--- src/rtl/flow_ctl_pkg.sv ---
package flow_ctl_pkg;

    typedef enum logic [1:0] {
        KIND_OTHER_LO = 2'b00,
        KIND_CALL     = 2'b01,
        KIND_RET      = 2'b10,
        KIND_OTHER_HI = 2'b11
    } insn_kind_e;

    localparam int unsigned SLOT_BYTES = 16;
    localparam int unsigned HOP_MASK   = 8'h7F;

endpackage

--- src/rtl/flow_ctl_stack.sv ---
module flow_ctl_stack #(
    parameter int unsigned DEPTH  = 64,
    parameter int unsigned WORD_W = 64,
    parameter int unsigned LVL_W  = $clog2(DEPTH + 1)
) (
    input  logic              clk,
    input  logic              rst_n,
    input  logic              push,
    input  logic              pop,
    input  logic [WORD_W-1:0] wr_val,
    input  logic [WORD_W-1:0] wr_ret,
    output logic [WORD_W-1:0] rd_val,
    output logic [WORD_W-1:0] rd_ret,
    output logic              full,
    output logic              empty
);
    localparam int unsigned IDX_W = $clog2(DEPTH);

    logic [WORD_W-1:0] mem [DEPTH];
    logic [LVL_W-1:0]  level_d, level_q;
    logic [IDX_W-1:0]  idx_lo;

    assign idx_lo = level_q[IDX_W-1:0];
    assign full   = (level_q > LVL_W'(DEPTH - 2));
    assign empty  = (level_q < LVL_W'(2));
    assign rd_ret = mem[idx_lo - IDX_W'(1)];
    assign rd_val = mem[idx_lo - IDX_W'(2)];

    always_comb begin
        level_d = level_q;
        if (push && !full) begin
            level_d = level_q + LVL_W'(2);
        end else if (pop && !empty) begin
            level_d = level_q - LVL_W'(2);
        end
    end

    always_ff @(posedge clk or negedge rst_n) begin
        if (!rst_n) begin
            level_q <= '0;
        end else begin
            level_q <= level_d;
        end
    end

    // Data word goes in first (lower slot), return address above it.
    always_ff @(posedge clk) begin
        if (push && !full) begin
            mem[idx_lo]              <= wr_val;
            mem[idx_lo + IDX_W'(1)]  <= wr_ret;
        end
    end

endmodule

--- src/rtl/flow_ctl_decide.sv ---
module flow_ctl_decide
    import flow_ctl_pkg::*;
#(
    parameter int unsigned PC_W   = 13,
    parameter int unsigned WORD_W = 64
) (
    input  logic              act,
    input  logic [1:0]        kind,
    input  logic [WORD_W-1:0] opnd_b,
    input  logic [31:0]       imm_wide,
    input  logic [7:0]        imm_narrow,
    input  logic [PC_W-1:0]   pc_q,
    input  logic              stk_full,
    input  logic              stk_empty,
    output logic              call_go,
    output logic              call_blk,
    output logic              ret_go,
    output logic [PC_W-1:0]   pc_seq,
    output logic [PC_W-1:0]   pc_far
);
    logic        cond_ok;
    logic        is_call;
    logic        is_ret;
    logic [7:0]  hop_slots;
    logic [11:0] hop_bytes;

    assign is_call   = (kind == KIND_CALL);
    assign is_ret    = (kind == KIND_RET);
    assign cond_ok   = (opnd_b <= {{(WORD_W-32){1'b0}}, imm_wide});

    assign hop_slots = (imm_narrow & 8'(HOP_MASK)) + 8'd1;
    assign hop_bytes = {hop_slots, 4'b0000};

    assign pc_seq    = pc_q + PC_W'(SLOT_BYTES);
    assign pc_far    = pc_seq + PC_W'(hop_bytes);

    assign call_go   = act && is_call && cond_ok && !stk_full;
    assign call_blk  = act && is_call && cond_ok &&  stk_full;
    assign ret_go    = act && is_ret  && cond_ok && !stk_empty;

endmodule

--- src/rtl/flow_ctl_unit.sv ---
module flow_ctl_unit
    import flow_ctl_pkg::*;
#(
    parameter int unsigned PROG_BYTES  = 8192,
    parameter int unsigned STACK_DEPTH = 64,
    parameter int unsigned IC_INIT     = 1048576,
    parameter int unsigned WORD_W      = 64,
    localparam int unsigned PC_W       = $clog2(PROG_BYTES)
) (
    input  logic              clk,
    input  logic              rst_n,
    input  logic              issue_vld,
    input  logic [1:0]        issue_kind,
    input  logic [WORD_W-1:0] opnd_a,
    input  logic [WORD_W-1:0] opnd_b,
    input  logic [31:0]       imm_wide,
    input  logic [7:0]        imm_narrow,
    output logic [PC_W-1:0]   next_pc,
    output logic [WORD_W-1:0] result_c,
    output logic              result_vld,
    output logic              run_done,
    output logic              stack_ovf
);
    localparam int unsigned IC_W = $clog2(IC_INIT + 1);

    typedef struct packed {
        logic [PC_W-1:0]   pc;
        logic [IC_W-1:0]   ic;
        logic [WORD_W-1:0] c;
        logic              cvld;
        logic              ovf;
    } cu_state_t;

    cu_state_t st_d, st_q;

    insn_kind_e        kind_e;
    logic              act;
    logic              call_go, call_blk, ret_go;
    logic [PC_W-1:0]   pc_seq, pc_far, pc_back;
    logic [WORD_W-1:0] rd_val, rd_ret, wr_ret;
    logic              stk_full, stk_empty;

    assign kind_e  = insn_kind_e'(issue_kind);
    assign act     = issue_vld && (st_q.ic != '0);
    assign wr_ret  = WORD_W'(pc_seq);
    assign pc_back = PC_W'(rd_ret % WORD_W'(PROG_BYTES));

    flow_ctl_decide #(
        .PC_W   (PC_W),
        .WORD_W (WORD_W)
    ) u_decide (
        .act        (act),
        .kind       (issue_kind),
        .opnd_b     (opnd_b),
        .imm_wide   (imm_wide),
        .imm_narrow (imm_narrow),
        .pc_q       (st_q.pc),
        .stk_full   (stk_full),
        .stk_empty  (stk_empty),
        .call_go    (call_go),
        .call_blk   (call_blk),
        .ret_go     (ret_go),
        .pc_seq     (pc_seq),
        .pc_far     (pc_far)
    );

    flow_ctl_stack #(
        .DEPTH  (STACK_DEPTH),
        .WORD_W (WORD_W)
    ) u_stack (
        .clk    (clk),
        .rst_n  (rst_n),
        .push   (call_go),
        .pop    (ret_go),
        .wr_val (opnd_a),
        .wr_ret (wr_ret),
        .rd_val (rd_val),
        .rd_ret (rd_ret),
        .full   (stk_full),
        .empty  (stk_empty)
    );

    always_comb begin
        st_d      = st_q;
        st_d.cvld = 1'b0;
        if (act) begin
            st_d.ic = st_q.ic - IC_W'(1);
            unique case (kind_e)
                KIND_CALL: begin
                    st_d.cvld = 1'b1;
                    st_d.c    = opnd_a;
                    st_d.pc   = call_go ? pc_far : pc_seq;
                    st_d.ovf  = st_q.ovf | call_blk;
                end
                KIND_RET: begin
                    st_d.cvld = 1'b1;
                    st_d.c    = ret_go ? (opnd_a ^ rd_val) : opnd_a;
                    st_d.pc   = ret_go ? pc_back : pc_seq;
                end
                default: begin
                    st_d.pc   = pc_seq;
                end
            endcase
        end
    end

    always_ff @(posedge clk or negedge rst_n) begin
        if (!rst_n) begin
            st_q <= '{pc: '0, ic: IC_W'(IC_INIT), c: '0, cvld: 1'b0, ovf: 1'b0};
        end else begin
            st_q <= st_d;
        end
    end

    assign next_pc    = st_q.pc;
    assign result_c   = st_q.c;
    assign result_vld = st_q.cvld;
    assign run_done   = (st_q.ic == '0);
    assign stack_ovf  = st_q.ovf;

endmodule

--- config.mk ---
export PLATFORM = sky130hd
export DESIGN_NAME = flow_ctl_unit
export DESIGN_NICKNAME = d
export VERILOG_FILES = /design/src/rtl/flow_ctl_pkg.sv /design/src/rtl/flow_ctl_stack.sv /design/src/rtl/flow_ctl_decide.sv /design/src/rtl/flow_ctl_unit.sv
export SDC_FILE = /design/constraint.sdc
export NUM_CORES = 2
export LEC_CHECK = 0
export BUFFER_PORTS_ARGS = -buffer_cell sky130_fd_sc_hd__buf_2
export CORE_ASPECT_RATIO = 0.8
export CORE_UTILIZATION = 65
export CTS_CLUSTER_DIAMETER = 120
export DETAILED_ROUTE_END_ITERATION = 7
export PLACE_DENSITY = 0.89
export SLEW_MARGIN = 0
export SYNTH_ARGS = -nofsm -noshare
export SYNTH_HDL_FRONTEND = slang
export SYNTH_SLANG_ARGS = --single-unit
--- constraint.sdc ---
create_clock -name clk -period 21.3 [get_ports clk]
set_input_delay 6.39 -clock clk [delete_from_list [all_inputs] [get_ports clk]]
set_output_delay 6.39 -clock clk [all_outputs]
set_load 0.005 [all_outputs]
# --- Word level (Yosys, flattened, before mapping) ---
# Memories as Yosys holds them, arrays and structs flattened.
# Index checks and enable logic that the tools add are counted.
# W data, S select, Z words.
word_totals:
  register_bits: 107
  mem_bits_rw: 4096
  n_memories: 1
memory_table:
  columns: ["memory", "depth", "width", "rd", "rd_clocked_by_memory_dff", "wr", "line_no", "source"]
  rows:
  - ["u_stack.mem", 64, 64, 2, 0, 2, "flow_ctl_stack.sv:19", "logic [WORD_W-1:0] mem [DEPTH];"]
op_classes:
  n_addsub: 9
  n_lt_le_gt_ge: 3
  eq_ne: 2
  n_mux: 11
  bitwise_logic: 2
  n_reduce_logical: 18
ops:
  columns: ["op", "n"]
  rows:
  - ["$pmux W65 S2", 1]
  - ["$le A64 B32 Y1", 1]
  - ["$mux W64", 1]
  - ["$xor A64 B64 Y64", 1]
  - ["$mux W13", 2]
  - ["$pmux W13 S2", 1]
  - ["$logic_not A21 Y1", 1]
  - ["$reduce_bool A21 Y1", 1]
  - ["$sub A21 B1 Y21 const B", 1]
  - ["$mux W7", 2]
  - ["$add A13 B12 Y13", 1]
  - ["$add A13 B5 Y13 const B", 1]
  - ["$logic_and A1 B1 Y1", 10]
  - ["$add A7 B1 Y8 const B", 1]
  - ["$add A7 B2 Y7 const B", 1]
  - ["$gt A7 B6 Y1 const B", 1]
  - ["$lt A7 B2 Y1 const B", 1]
  - ["$sub A7 B2 Y7 const B", 1]
  - ["$add A6 B1 Y6 const B", 1]
  - ["$sub A6 B1 Y6 const B", 1]
  - ["$sub A6 B2 Y6 const B", 1]
  - ["$reduce_and A2 Y1", 2]
  - ["$reduce_bool A2 Y1", 2]
  - ["$mux W1", 3]
  - ["5 further kinds", 6]

# --- Longest topological paths before layout ---
logic_depth:
  depth_word: 8
  ltp_mapped: 18
  mapped_depth_nobuf: 13

# --- Modules after synthesis ---
# Synthesis repeated with hierarchy kept, for this count alone.
unflattened:
  cells_unflattened: 7650
  hier_area_um2: 165982.9
modules_own_cells:
  columns: ["mod", "instances", "cells_each", "area_each_um2", "seq_area_each_um2"]
  rows:
  - ["flow_ctl_stack", 1, 6735, 158025.3, 123148.1]
  - ["flow_ctl_unit", 1, 699, 6373.6, 2503.7]
  - ["flow_ctl_decide", 1, 216, 1584.0, 0.0]

# --- Least setup slack after synthesis ---
# No wires, ideal clock.
synth_path:
  path_type: "input to register"
  from: "in imm_wide[11]"
  to: "mem u_stack.mem[24][0] (enable)"
  arrival_ps: 13097
  setup_slack_ps: 7596
  stages: 10
  n_path_buf: 0
  cell_sequence: "inv_1 ha_1 a21oi_1 o21ai_0 a21oi_1 a31oi_1 o21ai_0 and3_1 nand2_1 nor3_1"
synth_lines:
  columns: ["item", "line_no", "source"]
  rows:
  - ["start: declaration", "flow_ctl_unit.sv:16", "input logic [31:0] imm_wide,"]
  - ["end: declaration", "flow_ctl_stack.sv:19", null]

==> flow_summary.ini <==
[timing]
worst_slew_pin_slew_ns = 1.48
setup_viol = 0
setup_tns_ns = 0
whs_ns = 0.459
fin_ws_ns = 9.96
hold_viol_final = 0
fin_crit_ns = 11.34
finalClockSkew_ns = 0.0433
fin_crit_sh = 0.532
drv_slew = 0
fmax_mhz = 88.2
relSlewSlack = 0.0155
grt_setup_unrepaired = false

[yosys]
ys_warn_count = 0
synth_edf_count = 2464
ys_types = 65
syn-num-nets = 4835
synthFlopType = edfxtp_1
ys_ff_latch = 2570
synth-compound-area-share = 0.0186
async_reset_ff_frac = 0.0412
avgSynthCellArea_um2 = 22.1
synthSimpleGateAreaFrac = 0.0216
netlist_area_um2 = 102000
yosysSeqAreaShare = 0.753
synth-adder-area-share = 0.00635
synth_cells = 4611
synthXorXnorAreaFrac = 0.00369
synth_top_family_by_area = multiplexers
synthMuxAreaShare = 0.177

[layout]
nNetsFinal = 5110
area_growth_pct = 10.7
fin_area_um2 = 113000
fin_cells = 7133
fillers = 7505
layout-drive-gt1-share = 0.302

[route]
via_per_inst = 8.28
drc = 97
wirelength_mm = 334
vias = 59000
wire_per_inst_um = 46.9
drt_first_iter_violations = 12900
first_pass_iters = 8
antenna_left = 0

[status]
status = finished, violations left
violations = design-rule violations

[clocking]
ctsHtreeMaxLevel = 4
cts_buffers = 225
cts_tree = built
cts_sinks = 2570
root_buffer = clkbuf_16
clk_pin_slew_ns = 0.07
cts.hold.buffers_added = 0
post_cts_buffers = 0
cts_resized = 0
clk_path_buf_depth = 3
clk_latency_ns = 0.91

[floorplanning]
num_rows = 129
die_area_um2 = 158000
ioPinCount = 253
core-area_um2 = 155000
die_w_um = 444
start_util = 0.656
die_h_um = 356

[setup_path]
path_max_fanout = 44
slowest_stage = nor2_4
cp.required_ns = 21.79
path_class = in -> reg
crit_path_start = imm_wide[27]
cpMostUsedCell = buf_4
r2r-start = u_stack.level_q[1]$_DFFE_PN0P_
cp-end-kind = register
crit_chain = buf_2 -> inv_1 -> ha_1 -> nand4_1 -> nor2_1 -> a21oi_1 -> nand3_1 -> o21ai_0 -> and3_1 -> nand2_1 -> nor2_4 -> buf_4 -> buf_4
slowest_delay_ns = 1.13
arrival_ns = 11.83
critPathLaunchType = input pin

[global_routing]
track_usage = 0.429
antenna_found_initial = 32
grt_start_max_net_pins = 147
overflow = 0
grt_pass1_wl_mm = 459
grt_pass1_vias = 58500

[power]
peakVddDrop_mv = 0.0841
powerDensity_nw_per_um2 = 92.9
cellLeakagePower_nw = 36.6

[placed_design]
dp.cells = 6688
gp_congestion = 0.826
io_buffers = 251
placed_area_um2 = 105000
pre_cts_slack_ns = 9.46
hpwlAfterDp_mm = 153

[run]
maxCapViolCount = 0

[min_path]
hold_path_class = reg -> reg
min_from = st_q[86]$_DFFE_PN1P_
-- cells in the mapped netlist (3+ instances only) --
library cell / number / share of area
a211oi_1: 3 / 0.00022
a21o_1: 5 / 0.00037
a21oi_1: 158 / 0.0078
a311oi_1: 3 / 0.00026
a31oi_1: 10 / 0.00062
a32oi_1: 5 / 0.00043
and3_1: 7 / 0.00043
buf_1: 4 / 0.00015
buf_2: 78 / 0.0038
buf_4: 101 / 0.0075
buf_6: 8 / 0.00089
buf_8: 5 / 0.00074
clkbuf_1: 122 / 0.0045
clkbuf_4: 3 / 0.00022
dfrtp_1: 105 / 0.026
edfxtp_1: 2464 / 0.73
ha_1: 50 / 0.0062
inv_1: 49 / 0.0018
mux2_2: 5 / 0.00055
mux2i_1: 75 / 0.0074
mux4_2: 762 / 0.17
nand2_1: 87 / 0.0032
nand2b_1: 8 / 0.00049
nand3_1: 17 / 0.00084
nand3b_1: 4 / 0.00030
nand4_1: 17 / 0.0010
nor2_1: 180 / 0.0066
nor2b_1: 8 / 0.00049
nor3_1: 15 / 0.00074
nor4_1: 81 / 0.0050
o211a_1: 65 / 0.0064
o21ai_0: 21 / 0.0010
o21ai_1: 3 / 0.00015
or3_1: 5 / 0.00031
xnor2_1: 26 / 0.0022
xor2_1: 15 / 0.0013
-- worst paths after layout --
check                                                end  slack, ns  cells after the start
max                        u_stack.mem[46][56]$_DFFE_PP_       9.96                     13
min                                 st_q[86]$_DFFE_PN1P_       0.46                      1
max reg2reg                     result_c[13]$_DFFE_PN0P_      13.49                     12
min reg2reg                         st_q[86]$_DFFE_PN1P_       0.46                      1
max in group asynchronous       result_c[58]$_DFFE_PN0P_      14.25                      2
min in group asynchronous           st_q[80]$_DFFE_PN0P_       5.53                      1
-- per-layer routing --
layer,global-route usage,share of wire,up-vias
met3,0.150,0.16,2190
met1,0.529,0.29,29100
li1,-,-,19900
met5,0,0.00050,-
met2,0.640,0.45,7837
met4,0.317,0.097,28
-- registers in the layout, indices dropped and copies added (netlist names) --
register / count
u_stack.mem: 2464
result_vld: 1
next_pc: 13
u_stack.level_q: 6
result_c: 64
st_q: 21
stack_ovf: 1
-- kinds of logic after synthesis --
| group | count (synthesis) |
|---|---|
| AO/OA/AOI/OAI | 287 |
| AND/OR/NAND/NOR | 449 |
| flip-flops | 2570 |
| buffers and inverters | 370 |
| adder cells (fa/ha/maj) | 51 |
| multiplexers | 842 |
| XOR/XNOR | 42 |
-- cell usage in the layout, fill, tap and decap left out, types with 6 or more instances in the layout --
cell / instances
edfxtp_1: 2464
mux4_2: 762
buf_2: 250
clkbuf_16: 228
a21oi_1: 158
nor2_1: 152
buf_4: 114
dfrtp_1: 104
nand2_1: 87
nor4_1: 81
mux2i_1: 75
o211a_1: 65
clkbuf_1: 65
inv_1: 47
ha_1: 47
clkinv_2: 38
clkinv_1: 32
nor2_4: 28
clkbuf_8: 23
bufinv_16: 22
o21ai_0: 21
xnor2_1: 18
nand3_1: 17
nand4_1: 17
diode_2: 15
xor2_1: 13
a31oi_1: 10
nor3_1: 10
xnor2_2: 8
nor2b_1: 8
and3_1: 7
nand2b_1: 7
clkinvlp_4: 6
-- final cells by class --
type	count	area, µm²	share of cell area
Antenna cell	15	37.5	0.000333
Clock buffer	315	6250	0.0555
Clock inverter	114	1290	0.0115
Inverter	49	188	0.00167
Multi-Input combinational cell	1671	23500	0.208
Sequential cell	2570	76600	0.681
Tap cell	2030	2540	0.0226
Timing Repair Buffer	369	2190	0.0195
-- through the flow --
step / utilization / power (mW)
after floorplan: - / 6.00
final: 0.727 / 10.5
after CTS: 0.726 / 10.4
after detailed placement: 0.678 / 6.18
after global routing: 0.727 / 10.6
after global placement: 0.678 / 6.14
-- power breakdown --
part	internal (mW)	switching (mW)
clock network	2.33	2.00
logic	0.119	0.312
registers	5.63	0.0599
-- worst max-delay path, delay by kind of cell --
kind,cells,cell delay (ns)
AO/OA/AOI/OAI,2,0.72
adder cells (fa/ha/maj),1,0.32
buffers and inverters,4,1.63
AND/OR/NAND/NOR,6,2.61
No activity file was read; power rests on OpenSTA's default activity.
